==> src/rtl/cyc_timer_pkg.sv <==
package cyc_timer_pkg;

    // register select values on the bus
    typedef enum logic {
        SEL_TIME = 1'b0,
        SEL_CTRL = 1'b1
    } reg_sel_e;

    // control / status word seen at SEL_CTRL
    typedef struct packed {
        logic pend;
        logic en;
    } ctrl_t;

    localparam int CTRL_W = $bits(ctrl_t);

    function automatic logic sel_write(input logic wr, input reg_sel_e sel,
                                       input reg_sel_e target);
        return wr && (sel == target);
    endfunction

endpackage

==> src/rtl/ct_counter.sv <==
module ct_counter #(
    parameter int CNT_W = 64
) (
    input  logic             clk,
    input  logic             rst,
    output logic [CNT_W-1:0] cnt_o
);
    logic [CNT_W-1:0] cnt_q;

    always_ff @(posedge clk) begin
        if (rst) cnt_q <= '0;
        else     cnt_q <= cnt_q + CNT_W'(1);
    end

    assign cnt_o = cnt_q;

    assert_step_R1: assert property (@(posedge clk) disable iff (rst)
        !$past(rst) |-> (cnt_q - $past(cnt_q)) == CNT_W'(1));

endmodule

==> src/rtl/ct_compare.sv <==
module ct_compare #(
    parameter int CMP_W = 32
) (
    input  logic             clk,
    input  logic             rst,
    input  logic             ld,
    input  logic [CMP_W-1:0] ld_val,
    input  logic [CMP_W-1:0] cnt_lo,
    output logic             match_o
);
    logic [CMP_W-1:0] cmp_q;

    always_ff @(posedge clk) begin
        if (rst)     cmp_q <= '1;
        else if (ld) cmp_q <= ld_val;
    end

    assign match_o = (cnt_lo == cmp_q);

    assert_load_R3: assert property (@(posedge clk) disable iff (rst)
        (!$past(rst) && $past(ld)) |-> cmp_q == $past(ld_val));

    assert_hold_R3: assert property (@(posedge clk) disable iff (rst)
        (!$past(rst) && !$past(ld)) |-> $stable(cmp_q));

endmodule

==> src/rtl/ct_irq.sv <==
module ct_irq
    import cyc_timer_pkg::*;
(
    input  logic  clk,
    input  logic  rst,
    input  logic  match,
    input  logic  ack,
    input  logic  en_ld,
    input  logic  en_val,
    output ctrl_t state_o,
    output logic  irq_o
);
    ctrl_t st_q;

    always_ff @(posedge clk) begin
        if (rst) begin
            st_q <= '0;
        end else begin
            if (match)    st_q.pend <= 1'b1;
            else if (ack) st_q.pend <= 1'b0;
            if (en_ld)    st_q.en   <= en_val;
        end
    end

    assign state_o = st_q;
    assign irq_o   = st_q.pend & st_q.en;

    assert_set_R4: assert property (@(posedge clk) disable iff (rst)
        (!$past(rst) && $past(match)) |-> st_q.pend);

    assert_cause_R4: assert property (@(posedge clk) disable iff (rst)
        (!$past(rst) && $rose(st_q.pend)) |-> $past(match));

    assert_sticky_R5: assert property (@(posedge clk) disable iff (rst)
        (!$past(rst) && $past(st_q.pend) && !$past(ack)) |-> st_q.pend);

    assert_clear_R5: assert property (@(posedge clk) disable iff (rst)
        (!$past(rst) && $past(ack) && !$past(match)) |-> !st_q.pend);

endmodule

==> src/rtl/cyc_cmp_timer.sv <==
module cyc_cmp_timer
    import cyc_timer_pkg::*;
#(
    parameter int CNT_W = 64,
    parameter int CMP_W = 32
) (
    input  logic             clk,
    input  logic             rst,
    input  logic             bus_wr,
    input  logic             bus_sel,
    input  logic [CMP_W-1:0] bus_wdata,
    output logic [CNT_W-1:0] bus_rdata,
    input  logic             ack,
    output logic             irq
);
    localparam int PAD_W = CNT_W - CTRL_W;

    reg_sel_e         sel;
    logic [CNT_W-1:0] cnt;
    logic             match;
    logic             cmp_ld;
    logic             en_ld;
    ctrl_t            st;

    assign sel    = reg_sel_e'(bus_sel);
    assign cmp_ld = sel_write(bus_wr, sel, SEL_TIME);
    assign en_ld  = sel_write(bus_wr, sel, SEL_CTRL);

    ct_counter #(.CNT_W(CNT_W)) u_cnt (
        .clk   (clk),
        .rst   (rst),
        .cnt_o (cnt)
    );

    ct_compare #(.CMP_W(CMP_W)) u_cmp (
        .clk     (clk),
        .rst     (rst),
        .ld      (cmp_ld),
        .ld_val  (bus_wdata),
        .cnt_lo  (cnt[CMP_W-1:0]),
        .match_o (match)
    );

    ct_irq u_irq (
        .clk     (clk),
        .rst     (rst),
        .match   (match),
        .ack     (ack),
        .en_ld   (en_ld),
        .en_val  (bus_wdata[0]),
        .state_o (st),
        .irq_o   (irq)
    );

    always_comb begin
        case (sel)
            SEL_CTRL: bus_rdata = {{PAD_W{1'b0}}, st};
            default:  bus_rdata = cnt;
        endcase
    end

    assert_pend_kept_R7: assert property (@(posedge clk) disable iff (rst)
        (!$past(rst) && $past(st.pend) && $past(cmp_ld) && !$past(ack)) |-> st.pend);

    assert_irq_gate_R6: assert property (@(posedge clk) disable iff (rst)
        irq |-> (st.en && st.pend));

endmodule

==> config.mk <==
export PLATFORM = sky130hd
export DESIGN_NAME = cyc_cmp_timer
export DESIGN_NICKNAME = d
export VERILOG_FILES = /design/src/rtl/cyc_timer_pkg.sv /design/src/rtl/ct_counter.sv /design/src/rtl/ct_compare.sv /design/src/rtl/ct_irq.sv /design/src/rtl/cyc_cmp_timer.sv
export SDC_FILE = /design/constraint.sdc
export NUM_CORES = 1
export LEC_CHECK = 0
export BUFFER_PORTS_ARGS = -buffer_cell sky130_fd_sc_hd__buf_4
export CAP_MARGIN = 40
export CORE_ASPECT_RATIO = 0.9
export CORE_MARGIN = 8
export CORE_UTILIZATION = 60
export CTS_CLUSTER_SIZE = 40
export DETAILED_ROUTE_END_ITERATION = 6
export HOLD_SLACK_MARGIN = 0.08
export PLACE_DENSITY_LB_ADDON = 0.25
export SYNTH_ARGS = -nofsm -noshare
export SYNTH_HDL_FRONTEND = slang
export SYNTH_SLANG_ARGS = --single-unit
==> constraint.sdc <==
create_clock -name clk -period 4.2 [get_ports clk]
set_input_delay 0.84 -clock clk [delete_from_list [all_inputs] [get_ports clk]]
set_output_delay 0.84 -clock clk [all_outputs]
set_load 0.01 [all_outputs]
==> reports/metrics.cfg, run 1 <==
[status]
outcome=finished clean

[clock_tree]
cts_hold_buf=0
cts_htree_levels=3
path_clk_slew_ps=90
post_cts_buffers=0
clock_latency_ps=360
numCtsBuffers=9
clockBufferDepth=2
cts_tree=built
cts-resized-gates=0
cts.sink_count=98
root_buffer=clkbuf_8

[sta]
slew_headroom_pct=50.3
fin_tns_setup_ps=0
rsz0062_at_grt=no
hold_ws_ps=488
drv_slew=0
period_minus_slack_ps=2760
fmax_mhz=363
timing.final.hold_violations=0
worstMarginPinSlew_ps=738
timing.final.crit_share_pct=65.6
finClkSkew_ps=9.71
setup_viol=0

[synthesis]
synth_ff_type=dfxtp_1
postSynthAreaPerCell_sq_um=8.43
ys_seq_area_share_pct=38.5
ys.warnings.count=0
synth.distinct_cells=33
synth-edff-count=0
ys_ff_latch=98
netlist_instances=604
synthArstFlopShare_pct=0
synthesis.area_sq_um=5090
synth_nets=642

[grt]
grt_overflow=0
grt_pass1_vias=4422
antenna_found_initial=0
grt_first_pass_wirelength_mm=21.0
grt_start_max_net_pins=71
grtUsageTotal_pct=22.0

[route]
drc=0
viasPerCell=5.84
wl_per_cell_um=16.5
vias=4562
drtPass1Iterations=5
ant_nets=0
drt_iter0_drc=264
wl_mm=12.9

[placed_design]
numPortBuffers=101
gp_congestion=0.854
hpwlAfterDp_mm=9.29
dp_cells=766

[layout]
drive_above_1_share_pct=19.4
antenna_cells=0
register_area_sq_um=1960
layout.nets=713
nFillCells=684
stdcell_count=781
area_growth_pct=18.3
utilization_pct=71.6
multi_input_area_sq_um=2930

[floorplan]
die-area_sq_um=11700
core_area_sq_um=8410
die_x_um=113
die_h_um=103
row_count=32
io_pins=102
initial_core_util_pct=60.5

[critical_path]
critPathLaunchType=input port
crit_type=input port to output pin
critical_path_required_ps=3360
cp_max_fo=67
end_kind=output pin
arrival_ps=1920
r2r_setup_slack_ps=1510

[power_and_ir_drop]
total_leakage_power_uw=0.00225
power_density_nw_per_um2=283
ir_worst_vdd_uv=202

[worst_hold_path]
hold_class=flop to flop

[flow_run]
maxCapViolCount=0

==> routing by layer <==
layer / up-vias / global-route usage [%] / routed length (um)
li1: 2251 / - / -
met1: 2166 / 26.0 / 5550
met2: 129 / 38.7 / 6380
met3: 16 / 5.98 / 778
met4: 0 / 6.03 / 160
met5: - / 0 / 0
==> state kept, by name (all words and copies together), names as in the netlist <==
name and flops:
u_cnt.cnt_o 64, u_cmp.cmp_q 32, u_irq.state_o 2
==> cell type report <==
class / count / area share (%)
clock inverter: 5 / 0.935
timing repair buffer: 103 / 13.2
tap: 102 / 2.12
multi-input combinational: 457 / 48.7
clock buffer: 10 / 2.12
sequential: 98 / 32.6
inverter: 6 / 0.374
==> cell families after synthesis <==
family	Yosys count	synth area share, %
DFF	98	38.5
and+or+nand+nor	292	33.6
buffers and inverters	49	4.01
adders and majority gates	1	0.246
xor gates and xnor gates	58	9.98
AOI/OAI and AO/OA	102	12.8
muxes	4	0.885
==> power breakdown <==
part           leakage [uW]  internal, uW  switching, uW
clock             0.0000921           272            323
combinational       0.00136          70.6           65.8
sequential         0.000797           952           19.3
total               0.00225          1290            408
==> Yosys cell counts (8+ instances only) <==
cell / n / area, sq um
dfxtp_1: 98 / 1960
nor2b_1: 94 / 588
nor2_1: 44 / 165
xnor2_1: 41 / 359
a21oi_1: 36 / 180
a211o_1: 32 / 280
nand2_1: 31 / 116
or3_1: 29 / 181
nand4_1: 27 / 169
clkbuf_1: 24 / 90.1
o21ai_0: 23 / 115
nand3_1: 20 / 100
xor2_1: 17 / 149
buf_2: 10 / 50.1
nor4_1: 10 / 62.6
buf_1: 8 / 30.0
or4_1: 8 / 60.1
==> stage by stage <==
| stage | total power, uW | setup slack (ps) | area [sq um] |
|---|---|---|---|
| floorplan | 1080 | 1850 | 5090 |
| global placement | 1120 | 1460 | 5810 |
| detailed placement | 1130 | 1410 | 5840 |
| CTS | 1710 | 1410 | 6020 |
| global route | 1760 | 1320 | 6020 |
| finish | 1700 | 1440 | 6020 |
==> layout by cell type, fill, tap and decap left out, drive strengths merged, types with 8 or more instances in the layout <==
| cell | count |
|---|---|
| clkbuf | 10 |
| a211o | 32 |
| or4 | 8 |
| or3 | 29 |
| dfxtp | 98 |
| nor4 | 12 |
| nor2 | 44 |
| o21ai | 27 |
| xnor2 | 41 |
| nand3 | 20 |
| nor2b | 94 |
| nand2 | 31 |
| xor2 | 17 |
| nand4 | 33 |
| buf | 103 |
| a21oi | 36 |
==> worst max-delay path: stages <==
cell and delay, ps:
buf_4 520, mux2_2 410, buf_4 140
==> final timing paths <==
kind / from / endpoint / depth (start not counted)
max: bus_sel / bus_rdata[1] / 3
min: u_cnt.cnt_o[63] / u_cnt.cnt_o[63] / 2
max reg2reg: u_cnt.cnt_o[0] / u_cnt.cnt_o[56] / 6
min reg2reg: u_cnt.cnt_o[63] / u_cnt.cnt_o[63] / 2
No activity file was read; power rests on OpenSTA's default activity.
==> run 2: changes to the inputs <==
Settings changed: CORE_UTILIZATION 60 to 50.
Clock period 4.2 ns to 2.4 ns, I/O delays scaled along.
==> run 2 against run 1 <==
- combinational power rose by 80%
- largest cell class unchanged
- sequential cell count unchanged
- critical path depth up 2
==> reports/metrics.cfg, run 2 (synthesis results as in run 1) <==
[route]
wl_per_cell_um=16.7  ; was 16.5 um
drt_iter0_drc=296  ; was 264
drc=0  ; unchanged
vias=4746  ; was 4562
wl_mm=14.0  ; was 12.9 mm
drtPass1Iterations=5  ; unchanged
viasPerCell=5.68  ; was 5.84
ant_nets=0  ; unchanged

[grt]
grt_overflow=0  ; unchanged
grtUsageTotal_pct=20.0  ; was 22.0%
grt_start_max_net_pins=49  ; was 71
antenna_found_initial=0  ; unchanged
grt_first_pass_wirelength_mm=22.4  ; was 21.0 mm
grt_pass1_vias=4475  ; was 4422

[critical_path]
crit_type=flop to flop  ; was input port to output pin
arrival_ps=2480  ; was 1920 ps
startpoint=u_cnt.cnt_o[20]  ; was bus_sel
cp_max_fo=13  ; was 67
r2r-start=u_cnt.cnt_o[20]  ; was u_cnt.cnt_o[0]
end_kind=flop  ; was output pin
critPathLaunchType=flop  ; was input port
critical_path_required_ps=2670  ; was 3360 ps

[power_and_ir_drop]
power.share.combinational_pct=6.7  ; was 8.0%
swShare_pct=22.2  ; was 24.0%
power_density_nw_per_um2=566  ; was 283 nW/um^2
net-switching-power_uw=808  ; was 408 uW
power_frac_clock_pct=46.5  ; was 34.9%
p_seq_share_pct=46.8  ; was 57.1%
total_leakage_power_uw=0.00245  ; was 0.00225 uW
p_total_uw=3630  ; was 1700 uW
p_int_uw=2820  ; was 1290 uW
ir_worst_vdd_uv=446  ; was 202 uV

[status]
outcome=finished clean  ; unchanged

[sta]
timing.final.hold_violations=0  ; unchanged
fmax_mhz=454
timing.final.crit_share_pct=91.7
drv_slew=0  ; unchanged
fin_tns_setup_ps=0  ; unchanged
setup_viol=0  ; unchanged
period_minus_slack_ps=2200
worstMarginPinSlew_ps=627  ; was 738 ps
finClkSkew_ps=5.67  ; was 9.71 ps
slew_headroom_pct=57.8  ; was 50.3%

[floorplan]
initial_core_util_pct=50.5  ; was 60.5%
die_h_um=112  ; was 103 um
core_area_sq_um=10100  ; was 8410 sq um
io_pins=102  ; unchanged
die-area_sq_um=13700  ; was 11700 sq um
row_count=35  ; was 32
die_x_um=122  ; was 113 um

[layout]
antenna_cells=0  ; unchanged
drive_above_1_share_pct=23.1  ; was 19.4%
layout_commonest_cell=buf_4  ; unchanged
layout.nets=739  ; was 713
area_growth_pct=26.0  ; was 18.3%
largest_register_ffs=64  ; unchanged
layout_common_cells=129 x buf_4, 98 x dfxtp_1, 93 x nor2b_1  ; was 102 x buf_4, 98 x dfxtp_1, 93 x nor2b_1

[worst_hold_path]
hold_start=bus_wdata[27]  ; was u_cnt.cnt_o[63]
hold_class=input port to flop  ; was flop to flop

[clock_tree]
cts_htree_levels=3  ; unchanged
path_clk_slew_ps=70  ; was 90 ps
numCtsBuffers=9  ; unchanged
cts.sink_count=98  ; unchanged
clockBufferDepth=2  ; unchanged
root_buffer=clkbuf_16  ; was clkbuf_8
clock_latency_ps=340  ; was 360 ps
cts_tree=built  ; unchanged

[flow_run]
maxCapViolCount=0  ; unchanged

[placed_design]
numPortBuffers=101  ; unchanged
hpwlAfterDp_mm=10.1  ; was 9.29 mm
gp_congestion=0.810  ; was 0.854

[run 2: cell types whose count changed in the layout (fill, tap and decap cells not counted), sizes merged]
cell | previous run | this run
inv | 6 | 9
clkinv | 3 | 1
bufinv | 1 | 3
buf | 103 | 129
clkbuf | 10 | 9
clkinvlp | 1 | 0
[run 2: power by group through the flow]
stage | Clock, uW | Combinational (uW) | Sequential [uW]
final | 1690 | 245 | 1700
after floorplan | 0 | 156 | 1730
after detailed placement | 0 | 244 | 1740
after CTS | 1710 | 246 | 1700
after global routing | 1780 | 269 | 1700
after global placement | 0 | 237 | 1730
[run 2: area by class of cell]
cell class	instances	area, sq um
Fill cell	877	3660
Multi-Input combinational cell	457	2950
Sequential cell	98	1960
Timing Repair Buffer	129	968
Clock buffer	9	225
Tap cell	129	161
Clock inverter	7	124
Inverter	6	22.5
[run 2: path summary, 6_finish.rpt]
path                                         end  slack [ps]  cells after the start
worst min register to register  u_irq.state_o[0]         470                      2
worst max register to register   u_cnt.cnt_o[60]         200                      5
worst max-delay path             u_cnt.cnt_o[60]         200                      5
worst min-delay path             u_cmp.cmp_q[27]         340                      2
[run 2: metal layers]
layer / vias to the layer above / global-route usage (%) / share of wire (%)
met1: 2250 / 25.8 / 43
met4: 0 / 6.82 / 1.4
met5: - / 0 / 0
li1: 2312 / - / -
met3: 18 / 3.74 / 7.1
met2: 166 / 32.5 / 48
[run 2: what timing repair did]
item | in CTS | in global routing
gates resized for setup | 0 | 3
setup endpoints to repair | 0 | 13
buffers inserted | 0 | 1
hold buffers | 0 | 0
[run 2: worst max-delay path, cell delays in order (launching register included)]
cell     delay, ps
dfxtp_1        440
nand4_2        190
nor4_2         430
nand4_2        360
or4_1          570
a21oi_1        140
[run 2: metrics by stage]
step	util, %	hold slack, ps	instance area [sq um]	worst slack (ps)	std cells
2_1_floorplan	-	441	5090	394	604
3_3_place_gp	60.0	449	6040	157	818
3_5_place_dp	60.0	465	6040	68.9	818
4_1_cts	63.4	330	6390	49.7	834
5_1_grt	63.7	330	6410	-3.59	835
6_report	63.7	336	6410	198	835
==> run 3: changes to the inputs <==
Settings changed: SETUP_SLACK_MARGIN set to 0.4.
==> run 3 against run 2 <==
- first-iteration DRC count grew 20%
- register-to-register slack gained 240 ps
- worst setup slack gained 240 ps
- sequential power is essentially flat
- sequential share of layout area shrank 0.81 points
- routed wire length grew 6.3%
- clock skew grew 3.0 ps
- cell area grew 5.5%
- non-clock buffer count grew 21
- global-route usage grew 0.86 points
- critical path type unchanged
- largest cell class unchanged
==> reports/metrics.cfg, run 3 (synthesis results as in run 1) <==
[status]
outcome=finished clean  ; unchanged

[clock_tree]
root_buffer=clkbuf_16  ; unchanged
path_clk_slew_ps=70  ; about the same
cts_tree=built  ; unchanged
cts.sink_count=98  ; unchanged
cts_hold_buf=0  ; unchanged
cts_htree_levels=3  ; unchanged
numCtsBuffers=9  ; unchanged
clock_latency_ps=350  ; was 340 ps
clockBufferDepth=2  ; unchanged

[power_and_ir_drop]
total_leakage_power_uw=0.00268  ; was 0.00245 uW
power.share.combinational_pct=7.5  ; was 6.7%
power_density_nw_per_um2=501  ; was 566 nW/um^2
p_seq_share_pct=49.8  ; was 46.8%
p_int_uw=2590  ; was 2820 uW
net-switching-power_uw=796  ; was 808 uW
swShare_pct=23.5  ; was 22.2%
ir_worst_vdd_uv=423  ; was 446 uV
power_frac_clock_pct=42.7  ; was 46.5%

[layout]
layout_commonest_cell=buf_4  ; unchanged
antenna_cells=0  ; unchanged
layout_common_cells=146 x buf_4, 93 x nor2b_1, 77 x dfxtp_1  ; was 129 x buf_4, 98 x dfxtp_1, 93 x nor2b_1
area_growth_pct=33.0  ; was 26.0%
layout.nets=760  ; was 739
drive_above_1_share_pct=30.3  ; was 23.1%
nFillCells=807  ; was 877
largest_register_ffs=64  ; unchanged

[critical_path]
critical_path_required_ps=2640  ; was 2670 ps
r2r_end=u_cnt.cnt_o[35]  ; was u_cnt.cnt_o[60]
r2r-start=u_cnt.cnt_o[24]  ; was u_cnt.cnt_o[20]
crit_type=flop to flop  ; unchanged
critPathLaunchType=flop  ; unchanged
arrival_ps=2200  ; was 2480 ps
cp_max_fo=6  ; was 13
ff2ff_path_depth=6  ; was 5
r2r_setup_slack_ps=440  ; was 200 ps
end_kind=flop  ; unchanged

[worst_hold_path]
hold_class=input port to flop  ; unchanged
hold_start=bus_wdata[11]  ; was bus_wdata[27]
holdPathEnd=u_cmp.cmp_q[11]  ; was u_cmp.cmp_q[27]
hold_depth=2  ; unchanged

[sta]
timing.final.hold_violations=0  ; unchanged
timing.final.crit_share_pct=81.7  ; was 91.7%
fmax_mhz=510  ; was 454 MHz
period_minus_slack_ps=1960  ; was 2200 ps
finClkSkew_ps=8.65  ; was 5.67 ps
rsz0062_at_grt=yes
setup_viol=0  ; unchanged
fin_tns_setup_ps=0  ; unchanged
hold_ws_ps=327  ; was 336 ps
fin_ws_ps=439  ; was 198 ps
drv_slew=0  ; unchanged
worstMarginPinSlew_ps=597  ; was 627 ps
slew_headroom_pct=59.9  ; was 57.8%

[grt]
grt_first_pass_wirelength_mm=23.2  ; was 22.4 mm
grt_overflow=0  ; unchanged
grt_start_max_net_pins=65  ; was 49
grtUsageTotal_pct=20.8  ; was 20.0%
antenna_found_initial=0  ; unchanged
grt_pass1_vias=4691  ; was 4475

[floorplan]
core_area_sq_um=10100  ; unchanged
die_x_um=122  ; unchanged
die-area_sq_um=13700  ; unchanged
row_count=35  ; unchanged
die_h_um=112  ; unchanged
io_pins=102  ; unchanged
initial_core_util_pct=50.5  ; unchanged

[placed_design]
hpwlAfterDp_mm=10.1  ; about the same
gp_congestion=0.875  ; was 0.810
pre_cts_ws_ps=105  ; was 68.9 ps
numPortBuffers=101  ; unchanged

[route]
vias=4862  ; was 4746
drc=0  ; unchanged
drt_iter0_drc=356  ; was 296
wl_mm=14.8  ; was 14.0 mm
drtPass1Iterations=5  ; unchanged
wl_per_cell_um=17.3  ; was 16.7 um
ant_nets=0  ; unchanged
viasPerCell=5.68  ; about the same

[flow_run]
maxCapViolCount=0  ; unchanged

## run 3: cell count changes in the layout (fill, tap and decap cells not counted), sizes merged
cell,change
bufinv,-2
inv,-3
buf,+21
clkinvlp,+2
clkinv,+1
clkbuf,+2
## run 3: worst max-delay path: stages (launching register included)
cell and delay (ps):
dfxtp_1 380, nand4_4 130, buf_4 180, or4_4 570, nor3_4 270, a21oi_1 100, a31o_2 220
## run 3: metrics by stage
stage / util (%) / power, uW / cell area [sq um] / cells
after detailed placement: 60.2 / 1980 / 6060 / 819
after floorplan: - / 1880 / 5100 / 604
after CTS: 64.8 / 3390 / 6530 / 847
final: 67.2 / 3390 / 6770 / 856
after global placement: 60.2 / 1970 / 6060 / 819
after global routing: 67.2 / 3480 / 6770 / 856
## run 3: power groups by stage
stage	combinational, uW	sequential (uW)	clock (uW)
4_1_cts	251	1700	1440
3_3_place_gp	241	1730	0
2_1_floorplan	156	1730	0
5_1_grt	273	1690	1520
6_report	253	1690	1450
3_5_place_dp	247	1730	0
## run 3: metal layers
metal  global-route usage, %  vias up  part of all wire, %  wire length, um
met5                       0        -                    0                0
met3                    5.56       20                  6.1              907
met4                    4.63        0                  1.0              155
li1                        -     2350                    -                -
met1                    25.3     2346                   43             6370
met2                    35.7      146                   50             7400
## run 3: worst max-delay path by stage
stage / cells past startpoint / startpoint / to / slack, ps
finish: 6 / u_cnt.cnt_o[24] / u_cnt.cnt_o[35] / 440
floorplan: 7 / u_cnt.cnt_o[10] / u_cnt.cnt_o[44] / 400
global placement: 6 / u_cnt.cnt_o[20] / u_cnt.cnt_o[55] / 300
CTS: 5 / u_cnt.cnt_o[47] / u_cnt.cnt_o[63] / 370
detailed placement: 5 / u_cnt.cnt_o[23] / u_cnt.cnt_o[63] / 110
global route: 7 / u_cnt.cnt_o[13] / u_cnt.cnt_o[54] / 330
## run 3: final cells by class
cell class              instances  area [sq um]  area share, %
multi-input cells             457          3130           46.3
flip-flops and latches         98          2020           29.8
repair buffers                150          1150           17.0
clock buffers                  11           233           3.44
well taps                     129           161           2.38
clock inverters                 5          55.1          0.813
inverters                       6          22.5          0.333
## run 3: timing repair
action | CTS | global route
pin swaps | 7 | 9
setup endpoints to repair | 35 | 35
setup buffers | 12 | 9
hold endpoints to repair | 0 | 0
gates resized for setup | 21 | 46
